$ cat src/rtl/frame_seq_pkg.sv
package frame_seq_pkg;
  localparam int unsigned XW = 32;
  localparam int unsigned WORD_BYTES = XW / 8;
  typedef logic [XW-1:0] word_t;

  typedef enum logic [1:0] {
    OP_CALL_IMM = 2'd0,
    OP_CALL_REG = 2'd1,
    OP_RETURN   = 2'd2,
    OP_NONE     = 2'd3
  } seq_op_e;

  typedef enum logic [2:0] {
    ST_IDLE, ST_PUSH_RA, ST_PUSH_FP, ST_POP_FP, ST_POP_PC
  } seq_state_e;

  function automatic word_t word_align(word_t a);
    return {a[XW-1:2], 2'b00};
  endfunction

  function automatic word_t ret_addr(seq_op_e op, word_t pc,
                                     int unsigned imm_len, int unsigned reg_len);
    return (op == OP_CALL_IMM) ? pc + word_t'(imm_len) : pc + word_t'(reg_len);
  endfunction

  function automatic word_t below(word_t base, int unsigned bytes);
    return word_align(base - word_t'(bytes));
  endfunction

  function automatic word_t above(word_t base, int unsigned bytes);
    return word_align(base + word_t'(bytes));
  endfunction
endpackage

$ cat src/rtl/frame_seq_ctrl.sv
module frame_seq_ctrl
  import frame_seq_pkg::*;
(
  input  logic       clk,
  input  logic       rst_n,
  input  logic       start_i,
  input  seq_op_e    op_i,
  input  logic       mem_ready_i,
  output seq_state_e state_o,
  output logic       accept_o,
  output logic       step_o,
  output logic       finish_o,
  output logic       done_o
);
  seq_state_e state_q, state_d;

  assign accept_o = (state_q == ST_IDLE) && start_i && (op_i != OP_NONE);
  assign step_o   = (state_q != ST_IDLE) && mem_ready_i;
  assign finish_o = step_o && ((state_q == ST_PUSH_FP) || (state_q == ST_POP_PC));

  always_comb begin
    state_d = state_q;
    unique case (state_q)
      ST_IDLE:    if (accept_o) state_d = (op_i == OP_RETURN) ? ST_POP_FP : ST_PUSH_RA;
      ST_PUSH_RA: if (step_o)   state_d = ST_PUSH_FP;
      ST_PUSH_FP: if (step_o)   state_d = ST_IDLE;
      ST_POP_FP:  if (step_o)   state_d = ST_POP_PC;
      ST_POP_PC:  if (step_o)   state_d = ST_IDLE;
      default:                  state_d = ST_IDLE;
    endcase
  end

  always_ff @(posedge clk or negedge rst_n) begin
    if (!rst_n) begin
      state_q <= ST_IDLE;
      done_o  <= 1'b0;
    end else begin
      state_q <= state_d;
      done_o  <= finish_o;
    end
  end

  assign state_o = state_q;
endmodule

$ cat src/rtl/frame_seq_regs.sv
module frame_seq_regs
  import frame_seq_pkg::*;
#(
  parameter word_t       STACK_TOP = 32'h0000_1000,
  parameter word_t       RESET_PC  = 32'h0000_0000,
  parameter int unsigned IMM_LEN   = 6,
  parameter int unsigned REG_LEN   = 2,
  parameter int unsigned RSV_BYTES = 8
) (
  input  logic       clk,
  input  logic       rst_n,
  input  seq_state_e state_i,
  input  logic       accept_i,
  input  logic       step_i,
  input  seq_op_e    op_i,
  input  word_t      pc_i,
  input  word_t      target_i,
  input  word_t      rdata_i,
  output word_t      sp_o,
  output word_t      fp_o,
  output word_t      pc_o,
  output word_t      ra_o
);
  word_t sp_q, fp_q, pc_q, ra_q, tgt_q;

  always_ff @(posedge clk or negedge rst_n) begin
    if (!rst_n) begin
      sp_q  <= word_align(STACK_TOP);
      fp_q  <= word_align(STACK_TOP);
      pc_q  <= RESET_PC;
      ra_q  <= '0;
      tgt_q <= '0;
    end else if (accept_i) begin
      ra_q  <= ret_addr(op_i, pc_i, IMM_LEN, REG_LEN);
      tgt_q <= target_i;
      if (op_i == OP_RETURN) sp_q <= fp_q;
    end else if (step_i) begin
      unique case (state_i)
        ST_PUSH_RA: sp_q <= below(sp_q, RSV_BYTES);
        ST_PUSH_FP: begin
          sp_q <= below(sp_q, WORD_BYTES);
          fp_q <= below(sp_q, WORD_BYTES);
          pc_q <= tgt_q;
        end
        ST_POP_FP: begin
          fp_q <= word_align(rdata_i);
          sp_q <= above(sp_q, WORD_BYTES);
        end
        ST_POP_PC: begin
          pc_q <= rdata_i;
          sp_q <= above(sp_q, RSV_BYTES);
        end
        default: ;
      endcase
    end
  end

  assign sp_o = sp_q;
  assign fp_o = fp_q;
  assign pc_o = pc_q;
  assign ra_o = ra_q;
endmodule

$ cat src/rtl/frame_seq.sv
module frame_seq
  import frame_seq_pkg::*;
#(
  parameter logic [31:0] STACK_TOP = 32'h0000_1000,
  parameter logic [31:0] RESET_PC  = 32'h0000_0000,
  parameter int unsigned IMM_LEN   = 6,
  parameter int unsigned REG_LEN   = 2,
  parameter int unsigned RSV_BYTES = 8
) (
  input  logic        clk,
  input  logic        rst_n,
  input  logic        start_i,
  input  logic [1:0]  op_i,
  input  logic [31:0] pc_i,
  input  logic [31:0] target_i,
  output logic        mem_req_o,
  output logic        mem_we_o,
  output logic [31:0] mem_addr_o,
  output logic [31:0] mem_wdata_o,
  input  logic [31:0] mem_rdata_i,
  input  logic        mem_ready_i,
  output logic [31:0] pc_o,
  output logic [31:0] sp_o,
  output logic [31:0] fp_o,
  output logic        done_o,
  output logic        busy_o
);
  seq_state_e state;
  seq_op_e    op;
  logic       accept, step, finish;
  word_t      sp, fp, ra;

  assign op = seq_op_e'(op_i);

  frame_seq_ctrl ctrl_i (
    .clk(clk), .rst_n(rst_n), .start_i(start_i), .op_i(op),
    .mem_ready_i(mem_ready_i), .state_o(state), .accept_o(accept),
    .step_o(step), .finish_o(finish), .done_o(done_o)
  );

  frame_seq_regs #(
    .STACK_TOP(STACK_TOP), .RESET_PC(RESET_PC), .IMM_LEN(IMM_LEN),
    .REG_LEN(REG_LEN), .RSV_BYTES(RSV_BYTES)
  ) regs_i (
    .clk(clk), .rst_n(rst_n), .state_i(state), .accept_i(accept),
    .step_i(step), .op_i(op), .pc_i(pc_i), .target_i(target_i),
    .rdata_i(mem_rdata_i), .sp_o(sp), .fp_o(fp), .pc_o(pc_o), .ra_o(ra)
  );

  always_comb begin
    mem_req_o   = (state != ST_IDLE);
    mem_we_o    = (state == ST_PUSH_RA) || (state == ST_PUSH_FP);
    mem_wdata_o = (state == ST_PUSH_RA) ? ra : fp;
    unique case (state)
      ST_PUSH_RA: mem_addr_o = below(sp, RSV_BYTES);
      ST_PUSH_FP: mem_addr_o = below(sp, WORD_BYTES);
      default:    mem_addr_o = word_align(sp);
    endcase
  end

  assign sp_o   = sp;
  assign fp_o   = fp;
  assign busy_o = (state != ST_IDLE);
endmodule

$ cat config.mk
export PLATFORM = sky130hd
export DESIGN_NAME = frame_seq
export DESIGN_NICKNAME = d
export VERILOG_FILES = /design/src/rtl/frame_seq_pkg.sv /design/src/rtl/frame_seq_ctrl.sv /design/src/rtl/frame_seq_regs.sv /design/src/rtl/frame_seq.sv
export SDC_FILE = /design/constraint.sdc
export NUM_CORES = 1
export LEC_CHECK = 0
export ABC_AREA = 1
export BUFFER_PORTS_ARGS = -buffer_cell sky130_fd_sc_hd__buf_2
export CELL_PAD_IN_SITES_DETAIL_PLACEMENT = 0
export CELL_PAD_IN_SITES_GLOBAL_PLACEMENT = 1
export CORE_AREA = 3 3 178 180
export DETAILED_ROUTE_END_ITERATION = 8
export DIE_AREA = 0 0 181 183
export PLACE_DENSITY_LB_ADDON = 0.1
export REMOVE_ABC_BUFFERS = 1
export SKIP_LAST_GASP = 1
export SYNTH_ARGS = -nofsm -noshare
export SYNTH_HDL_FRONTEND = slang
export SYNTH_SLANG_ARGS = --single-unit
$ cat constraint.sdc
create_clock -name clk -period 2.5 [get_ports clk]
set_input_delay 0.125 -clock clk [delete_from_list [all_inputs] [get_ports clk]]
set_output_delay 0.125 -clock clk [all_outputs]
set_load 0.05 [all_outputs]
==> results.sh <==
export IMPL_port_buffers=259
export IMPL_ys_types=46
export IMPL_clkSlewWorstSetupHoldPaths_ps=70
export IMPL_grt_setup_unrepaired="yes"
export IMPL_yosysTopAreaCellShare_pct=33.5
export IMPL_ant_nets=0
export IMPL_drc_errors=0
export IMPL_power_switching_w=0.0150
export IMPL_drt_vias_per_instance=5.26
export IMPL_syn_inst=1776
export IMPL_internal_power_w=0.0106
export IMPL_clk_path_buf_depth=2
export IMPL_initial_core_util_pct=38.9
export IMPL_antenna_found_initial=1
export IMPL_tritoncts="done"
export IMPL_setup_tns_ps=0
export IMPL_clock_latency_ps=450
export IMPL_placement_rows=64
export IMPL_gr_usage_all_layers_pct=29.9
export IMPL_syn_area_um2=11800
export IMPL_globalplace_congestion=0.930
export IMPL_pre_cts_ws_ps=227
export IMPL_synth_largest_area_cell="dfrtp_1"
export IMPL_drt_first_iter_violations=977
export IMPL_worst_slack_ps=42.2
export IMPL_die_area_um2=33100
export IMPL_hpwlAfterDp_mm=36.0
export IMPL_cts_buffers=17
export IMPL_fin_skew_ps=11.8
export IMPL_fmax_ghz=0.407
export IMPL_hold_violations=0
export IMPL_clock_tree_root_cell="clkbuf_16"
export IMPL_synth_edf_count=0
export IMPL_cts_sinks=160
export IMPL_grt_pass1_wl_mm=76.8
export IMPL_power_frac_comb_pct=70.0
export IMPL_run_status="complete, no violations"
export IMPL_maxCapViolCount=0
export IMPL_arrival_ps=2330
export IMPL_critPathKind="flop to output port"
export IMPL_hold_end="regs_i.ra_o[27]$_DFFE_PN0P_"
export IMPL_async_flop_share_pct=100
export IMPL_endpoint_kind="output port"
export IMPL_min_period_ps=2460
export IMPL_grt_pass1_vias=13100
export IMPL_io_pins=266
export IMPL_ys_seq_area_share_pct=34.0
export IMPL_core_region_area_um2=30300
export IMPL_finalSetupViolCount=0
export IMPL_drt_pass1_iter_count=5
export IMPL_hold_ws_ps=13.9
export IMPL_syn2layout_area_growth_pct=35.9
export IMPL_startpoint_type="flop"
export IMPL_hp_start="pc_i[27]"
export IMPL_finalMaxSlewViolations=0
export IMPL_antenna_cells=0
export IMPL_min_path_cells=4
export IMPL_ys_warnings_count=0
export IMPL_grt_max_degree=85
export IMPL_power_density_nw_per_um2=1590
export IMPL_ys_flop_type="dfrtp_1"
export IMPL_p_sw_share_pct=58.6
export IMPL_p_leak_nw=7.70
export IMPL_r2r_slack_ps=310
export IMPL_overflow=0
export IMPL_via_count=13400
export IMPL_drt_total_wl_mm=50.8
export IMPL_htreeDepth=4
export IMPL_layout_drive_gt1_share_pct=26.6
export IMPL_die_y_um=183
export IMPL_cp_data_required_time_ps=2380
export IMPL_relSlewSlack_pct=52.5
export IMPL_layout_nets=2249
export IMPL_synth_seq_cells=160
export IMPL_hold_path_class="input port to flop"
export IMPL_dp_cells=2384
export IMPL_die_w_um=181
export IMPL_r2r_cells=14
export IMPL_vdd_drop_max_uv=780
export IMPL_reg2reg_to="regs_i.sp_o[28]$_DFFE_PN0P_"
export IMPL_wl_per_cell_um=19.9
export IMPL_synth_area_per_cell_um2=6.64
export IMPL_synth_area_top_cells="dfrtp_1, nand2_1, o21ai_0"
export IMPL_fin_crit_sh_pct=98.3
export IMPL_worst_slew_pin_slew_ps=712
export IMPL_clkPwrFrac_pct=10.5
export IMPL_p_total_w=0.0255
export IMPL_pwr_share_seq_pct=19.5
export IMPL_worstReg2RegStart="regs_i.sp_o[3]$_DFFE_PN0P_"
export IMPL_path_max_fanout=3
export IMPL_final_cells=2550
==> power by group through the flow <==
stage / registers (W) / clock network, W / logic (W)
floorplan: 0.00719 / 0 / 0.00825
global placement: 0.00495 / 0 / 0.0162
detailed placement: 0.00497 / 0 / 0.0163
CTS: 0.00498 / 0.00272 / 0.0167
global route: 0.00514 / 0.00282 / 0.0191
finish: 0.00499 / 0.00267 / 0.0179
==> critical path: stages, from the launching register on <==
cell       delay (ps)
dfrtp_1           390
inv_2              90
buf_6             120
ha_4              160
nand2_4            70
nor2_4            190
buf_4             150
xor2_2            170
nor2_2             60
inv_2              60
o211ai_1          170
clkbuf_16         230
==> cell usage in the layout, fill, tap and decap left out, types with 4 or more instances in the layout <==
master and n:
xnor2_1 11, buf_12 19, buf_6 9, dfrtp_1 137, nor2_4 36, o211ai_1 23, nor2_2 37, clkbuf_16 23
buf_2 233, inv_1 115, conb_1 6, xor2_1 43, nand4_1 24, xor2_2 7, o21ai_0 124, inv_4 4
nand3_2 4, nand3_1 118, a31oi_1 32, nand2_4 9, o21ai_1 20, inv_2 17, dfrtp_2 21, nand2_1 598
o21ai_2 8, nand2_2 18, clkinv_2 5, dlygate4sd3_1 76, buf_4 95, o221ai_1 5, nor2_1 130, a21oi_1 64
o22ai_1 22, nor3_1 15
==> layout make-up <==
cell class | count | area, um2
sequential | 160 | 4030
timing repair buffer | 443 | 3320
clock inverter | 12 | 134
fill | 3123 | 14300
multi-input combinational | 1380 | 7070
tap | 396 | 495
inverter | 139 | 533
clock buffer | 20 | 437
==> Yosys cell counts, types with 2 or more instances <==
cell type / n
o22ai_1: 22
buf_6: 6
nand2_2: 11
o21ai_1: 20
nand2_4: 3
clkinv_1: 3
a31oi_1: 32
nor3_1: 16
o211ai_1: 23
xor2_1: 49
o21ai_2: 5
clkbuf_1: 23
nor2_2: 27
xnor2_1: 11
buf_2: 44
nor2_4: 22
o21ai_0: 127
nand3_2: 4
dfstp_2: 2
nand4_1: 24
a22oi_1: 4
buf_4: 22
inv_1: 124
dfrtp_1: 158
buf_1: 6
ha_1: 5
inv_2: 12
a21oi_1: 64
nand2_1: 611
nand3_1: 119
o221ai_1: 9
nor2_1: 154
==> stage by stage <==
stage	cell area, um2	utilization (%)
3_3_place_gp	13800	45.4
3_5_place_dp	13800	45.4
4_1_cts	15300	50.4
6_report	16000	52.8
5_1_grt	16000	52.8
2_1_floorplan	11200	-
==> routing by layer <==
| metal | vias to the layer above | part of all wire [%] | GRT usage, % |
|---|---|---|---|
| li1 | 6489 | - | - |
| met2 | 454 | 46 | 48.5 |
| met4 | 0 | 2.1 | 8.81 |
| met1 | 6403 | 45 | 40.6 |
| met3 | 66 | 7.1 | 6.37 |
| met5 | - | 0 | 0 |
==> state kept, by name, summed over array words and instances, names as in the netlist <==
register / flops
regs_i.sp_o: 30
regs_i.ra_o: 32
regs_i.tgt_q: 32
regs_i.pc_o: 32
ctrl_i.done_o: 1
regs_i.fp_o: 30
ctrl_i.state_o: 3
==> worst max-delay path by stage <==
stage	startpoint	to	depth (start not counted)
CTS	regs_i.sp_o[10]$_DFFE_PN0P_	mem_addr_o[29]	9
finish	regs_i.sp_o[3]$_DFFE_PN0P_	mem_addr_o[10]	11
detailed placement	op_i[1]	regs_i.ra_o[29]$_DFFE_PN0P_	12
global route	regs_i.sp_o[4]$_DFFE_PN0P_	mem_addr_o[17]	12
floorplan	ctrl_i.state_o[2]$_DFFE_PN0P_	mem_addr_o[13]	8
global placement	op_i[1]	regs_i.ra_o[29]$_DFFE_PN0P_	12
==> kinds of logic (layout without fill, tap and decap cells) <==
group / Yosys count / after routing / share of synthesized area (%)
other cells: 1 / 6 / 0.0318
simple gates: 996 / 996 / 36.5
flops: 160 / 160 / 34.0
xor+xnor: 61 / 61 / 4.59
compound gates: 311 / 311 / 14.9
buf+inv: 241 / 614 / 9.23
fa+ha+maj: 6 / 6 / 0.700
==> what timing repair did <==
item / in CTS / in global routing
gates cloned: 0 / 1
hold buffers: 76 / 0
resized for setup: 51 / 94
endpoints found under the hold margin: 158 / 0
endpoints found under the setup margin: 26 / 30
setup buffers: 5 / 52
pin swaps: 5 / 35
(Power assumes the default switching activity.)
